--- src/rtl/idle_mute_pkg.sv ---
package idle_mute_pkg;

    localparam int unsigned DEF_SAMPLE_W   = 20;
    localparam int unsigned DEF_IDLE_FRAMES = 8192;

    // Per-frame classification of the two channels
    typedef struct packed {
        logic left_idle;
        logic right_idle;
    } frame_class_t;

    // Control state of the mute decision
    typedef enum logic [1:0] {
        ST_OFF   = 2'd0,   // function disabled
        ST_WATCH = 2'd1,   // enabled, counting idle frames
        ST_MUTED = 2'd2    // idle run reached threshold
    } mute_state_t;

    function automatic logic frame_is_idle(frame_class_t fc);
        return fc.left_idle & fc.right_idle;
    endfunction

endpackage

--- src/rtl/idle_word_detect.sv ---
module idle_word_detect #(
    parameter int unsigned WIDTH = 20
) (
    input  logic [WIDTH-1:0] word_i,
    output logic             idle_o
);
    logic all_zero;
    logic all_one;

    always_comb begin
        all_zero = ~|word_i;
        all_one  = &word_i;
        idle_o   = all_zero | all_one;
    end
endmodule

--- src/rtl/idle_run_counter.sv ---
module idle_run_counter #(
    parameter int unsigned LIMIT = 8192,
    localparam int unsigned CNT_W = $clog2(LIMIT + 1)
) (
    input  logic             clk,
    input  logic             rst,
    input  logic             advance_i,
    input  logic             clear_i,
    output logic             near_full_o
);
    localparam logic [CNT_W-1:0] CNT_MAX  = CNT_W'(LIMIT);
    localparam logic [CNT_W-1:0] CNT_LAST = CNT_W'(LIMIT - 1);

    logic [CNT_W-1:0] count_q;

    always_ff @(posedge clk) begin
        if (rst || clear_i) begin
            count_q <= '0;
        end else if (advance_i && (count_q != CNT_MAX)) begin
            count_q <= count_q + 1'b1;
        end
    end

    // The frame now being captured would complete the run
    always_comb near_full_o = (count_q >= CNT_LAST);
endmodule

--- src/rtl/mute_ctrl.sv ---
module mute_ctrl
    import idle_mute_pkg::*;
(
    input  logic         clk,
    input  logic         rst,
    input  logic         frame_stb,
    input  logic         enable_n,
    input  frame_class_t fclass_i,
    input  logic         run_full_i,
    output logic         cnt_advance_o,
    output logic         cnt_clear_o,
    output logic         mute_o
);
    mute_state_t state_q, state_d;
    logic        idle_frame;

    always_comb begin
        idle_frame    = frame_is_idle(fclass_i);
        cnt_advance_o = frame_stb && !enable_n && idle_frame;
        cnt_clear_o   = frame_stb && (enable_n || !idle_frame);
        state_d       = state_q;
        if (frame_stb) begin
            if (enable_n) begin
                state_d = ST_OFF;
            end else if (!idle_frame) begin
                state_d = ST_WATCH;
            end else if (run_full_i) begin
                state_d = ST_MUTED;
            end else begin
                state_d = ST_WATCH;
            end
        end
    end

    always_ff @(posedge clk) begin
        if (rst) state_q <= ST_OFF;
        else     state_q <= state_d;
    end

    always_comb mute_o = (state_q == ST_MUTED);
endmodule

--- src/rtl/idle_mute_detector.sv ---
module idle_mute_detector
    import idle_mute_pkg::*;
#(
    parameter int unsigned SAMPLE_W    = DEF_SAMPLE_W,
    parameter int unsigned IDLE_FRAMES = DEF_IDLE_FRAMES
) (
    input  logic                clk,
    input  logic                rst,
    input  logic                frame_stb,
    input  logic [SAMPLE_W-1:0] left_smp,
    input  logic [SAMPLE_W-1:0] right_smp,
    input  logic                enable_n,
    output logic                mute_o
);
    localparam int unsigned NUM_CH = 2;

    logic [SAMPLE_W-1:0] ch_word [NUM_CH];
    logic [NUM_CH-1:0]   ch_idle;
    frame_class_t        fclass;
    logic                run_full;
    logic                cnt_adv;
    logic                cnt_clr;

    always_comb begin
        ch_word[0] = left_smp;
        ch_word[1] = right_smp;
    end

    for (genvar c = 0; c < NUM_CH; c++) begin : g_ch
        idle_word_detect #(.WIDTH(SAMPLE_W)) u_det (
            .word_i (ch_word[c]),
            .idle_o (ch_idle[c])
        );
    end

    always_comb begin
        fclass.left_idle  = ch_idle[0];
        fclass.right_idle = ch_idle[1];
    end

    idle_run_counter #(.LIMIT(IDLE_FRAMES)) u_cnt (
        .clk         (clk),
        .rst         (rst),
        .advance_i   (cnt_adv),
        .clear_i     (cnt_clr),
        .near_full_o (run_full)
    );

    mute_ctrl u_ctrl (
        .clk           (clk),
        .rst           (rst),
        .frame_stb     (frame_stb),
        .enable_n      (enable_n),
        .fclass_i      (fclass),
        .run_full_i    (run_full),
        .cnt_advance_o (cnt_adv),
        .cnt_clear_o   (cnt_clr),
        .mute_o        (mute_o)
    );
endmodule

--- config.mk ---
export PLATFORM = sky130hd
export DESIGN_NAME = idle_mute_detector
export DESIGN_NICKNAME = d
export VERILOG_FILES = /design/src/rtl/idle_mute_pkg.sv /design/src/rtl/idle_word_detect.sv /design/src/rtl/idle_run_counter.sv /design/src/rtl/mute_ctrl.sv /design/src/rtl/idle_mute_detector.sv
export SDC_FILE = /design/constraint.sdc
export NUM_CORES = 1
export LEC_CHECK = 0
export CAP_MARGIN = 10
export CORE_UTILIZATION = 28
export CTS_CLUSTER_DIAMETER = 200
export DETAILED_ROUTE_END_ITERATION = 8
export HOLD_SLACK_MARGIN = 0.08
export SLEW_MARGIN = 40
export SYNTH_ARGS = -nofsm -noshare
export SYNTH_HDL_FRONTEND = slang
export SYNTH_SLANG_ARGS = --single-unit
--- constraint.sdc ---
create_clock -name clk -period 3.4 [get_ports clk]
set_input_delay 0.68 -clock clk [delete_from_list [all_inputs] [get_ports clk]]
set_output_delay 0.68 -clock clk [all_outputs]
set_load 0.01 [all_outputs]
==> out/qor.yml <==
run_status:
  status: "finished clean"
placement:
  port_buffers: 44
  placed_cells: 240
  dpl.hpwl_um: 2630
  place_area_sq_mm: 0.00162
  routabilityCongestion: 0.877
  pre_cts_ws_ns: 0.533
synthesis:
  synthAdderAreaFrac_pct: 2.21
  ys_top_cells_by_area: "dfxtp_1 28%, nor4_1 9.4%, nand4_1 7.7%, o21ai_0 5.7%, nand3_1 5.3%"
  syn_area_per_cell_sq_um: 7.52
  async_reset_ff_share_pct: 0
  synth.cell_area_sq_mm: 0.00113
  yosys.cell_types.count: 32
  seq_area_frac_synth_pct: 28.2
  synth_top_family_by_area: "simple AND/OR/NAND/NOR gates"
  synth_enable_flop_cells: 0
  synth_flop_cell: "dfxtp_1"
  syn-num-nets: 197
  postSynthCellCount: 151
  synth_top_cell_by_area: "dfxtp_1"
  synth_top_area_share_pct: 28.2
  ys_ff_latch: 16
  synth_xor_area_share_pct: 0
  netlist_top_cells_count: "17 x nor4_1, 16 x dfxtp_1, 14 x nand4_1"
  synth.area.mux_share_pct: 0.992
  synth-simple-area-share_pct: 46.6
  synth-compound-area-share_pct: 17.6
  yosys_warnings: 0
  post-synth-top-count-cell: "nor4_1"
sta:
  layout_min_cycle_time_ns: 2.61
  relSlewSlack_pct: 59.4
  finalMaxSlewViolations: 0
  setup_violations: 0
  whs_ns: 0.466
  setup_ws_ns: 0.795
  rsz0062_at_grt: "false"
  fin_crit_sh_pct: 76.6
  clock.fmax_ghz: 0.384
  tns_ns: 0
  tightestPinTransition_ns: 0.607
  hold_viol: 0
  skew_ns: 0.00312
grt:
  grt_first_pass_wirelength_um: 5800
  grt_pass1_vias: 1393
  grt_max_degree: 18
  grt_remaining_overflow: 0
  grtUsageTotal_pct: 17.3
  grt_antenna_before_repair: 0
cells_and_area:
  antenna_cells: 0
  multiInputGateArea_sq_um: 766
  fin_area_sq_mm: 0.00168
  regArea_sq_um: 320
  final_nets: 243
  drive_gt1_share_pct: 5.61
  area_growth_pct: 48.0
  fill_cells: 370
  finalNonFillerCells: 244
min_path:
  holdPathStages: 2
  hold_class: "flop to flop"
  min_from: "u_ctrl.state_q[1]$_SDFFE_PP0P_"
cts:
  cts-root-buf: "clkbuf_8"
  hold_buffers: 0
  path_clk_slew_ns: 0.06
  cts_resized: 0
  clk_latency_ns: 0.25
  cts_tree: "yes"
  clockBufferDepth: 2
  htreeDepth: 1
  post_cts_buffers: 0
  cts_buffers: 3
  cts.sinks: 16
die:
  fp-row-count: 22
  die-area_sq_mm: 0.00431
  die_w_um: 65.7
  ios: 45
  core_area_sq_mm: 0.00377
  initial_core_util_pct: 30.1
  fp.dieH_um: 65.7
critical_path:
  cp-end-kind: "flop"
  crit_path_max_incr_delay_ns: 0.48
  rr_worst_depth: 8
  reg2reg_slack_ns: 1.15
  slowest_stage: "or3_1"
  cp-startpoint: "right_smp[6]"
  startpoint_type: "primary input"
  crit_fanout: 10
  critPathKind: "primary input to flop"
  reg2reg_from: "u_cnt.count_q[0]$_SDFFE_PP0P_"
  crit_top_cell: "or3_1"
  cp.required_ns: 3.57
  arrival_ns: 2.77
  crit_chain: "clkdlybuf4s50_1 -> nor4_1 -> nand3_1 -> a2bb2oi_1 -> or3_1 -> or3_1 -> a31oi_1"
routing:
  post_drt_wl_per_cell_um: 13.3
  route.vias.total: 1357
  firstDrtPassIters: 4
  drc: 0
  vias_per_cell: 5.56
  postRouteAntennaNets: 0
  wirelength_um: 3240
  drt_iter0_markers: 55
flow_run:
  maxCapViolations: 0
power:
  powerDensity_mw_per_mm2: 256
  irDropWorstVdd_uv: 134
  p_leak_nw: 0.552
## state kept, by name, summed over array words and instances (netlist names)
| signal | count |
|---|---|
| u_cnt.count_q | 14 |
| u_ctrl.state_q | 2 |
## where the power goes
group	switching [mW]	total [mW]	leakage, nW	internal [mW]
registers	0.000316	0.188	0.129	0.188
logic	0.0248	0.0736	0.394	0.0488
clock network	0.0650	0.168	0.0288	0.103
total	0.0901	0.430	0.552	0.340
## worst paths after layout
kind,to
setup / recovery,u_cnt.count_q[4]$_SDFFE_PP0P_
hold / removal,u_ctrl.state_q[1]$_SDFFE_PP0P_
hold reg to reg,u_ctrl.state_q[1]$_SDFFE_PP0P_
setup reg to reg,u_cnt.count_q[12]$_SDFFE_PP0P_
## per-stage QoR
stage | power (mW) | util [%]
2_1_floorplan | 0.205 | -
3_3_place_gp | 0.263 | 43.1
3_5_place_dp | 0.266 | 43.1
4_1_cts | 0.435 | 44.5
5_1_grt | 0.452 | 44.5
6_report | 0.430 | 44.5
## cell type report
| type | instances | area share (%) |
|---|---|---|
| clock buffers | 4 | 3.28 |
| flip-flops and latches | 16 | 19.1 |
| well taps | 48 | 3.58 |
| inverters | 6 | 1.34 |
| repair buffers | 46 | 27.1 |
| multi-input cells | 124 | 45.6 |
## critical path, delay by kind of cell
family | cells | cell delay (ns)
AND/OR/NAND/NOR | 4 | 1.32
buffers and inverters | 1 | 0.43
AO/OA/AOI/OAI | 2 | 0.35
## cell families (layout without fill, tap and decap cells)
group,count (synthesis),count (layout)
flip-flops,16,16
buffers and inverters,11,56
adder cells (fa/ha/maj),2,2
multiplexers,1,1
AND/OR/NAND/NOR,91,91
AO/OA/AOI/OAI,30,30
## layout by cell type (no fill, tap or decap), drive strengths merged
master,Yosys,layout
a211o,3,3
a21o,1,1
a21oi,2,2
a2bb2oi,2,2
a31oi,5,5
a32oi,1,1
a41oi,2,2
and2,3,3
and3,8,8
and4,3,3
buf,1,2
clkbuf,4,4
clkdlybuf4s50,0,44
dfxtp,16,16
ha,2,2
inv,6,6
mux2,1,1
nand2,10,10
nand3,12,12
nand3b,3,3
nand4,14,14
nor2,5,5
nor2b,1,1
nor3,8,8
nor3b,1,1
nor4,17,17
nor4bb,1,1
o211ai,1,1
o21ai,13,13
or3,5,5
## per-layer routing
metal	track usage [%]	part of all wire, %	up-vias
met1	20.1	44	616
met3	4.51	5.2	2
met4	4.08	0.77	0
met2	31.0	50	46
met5	0	0	-
li1	-	-	693
Note: power is estimated with default switching activity, not from simulation.
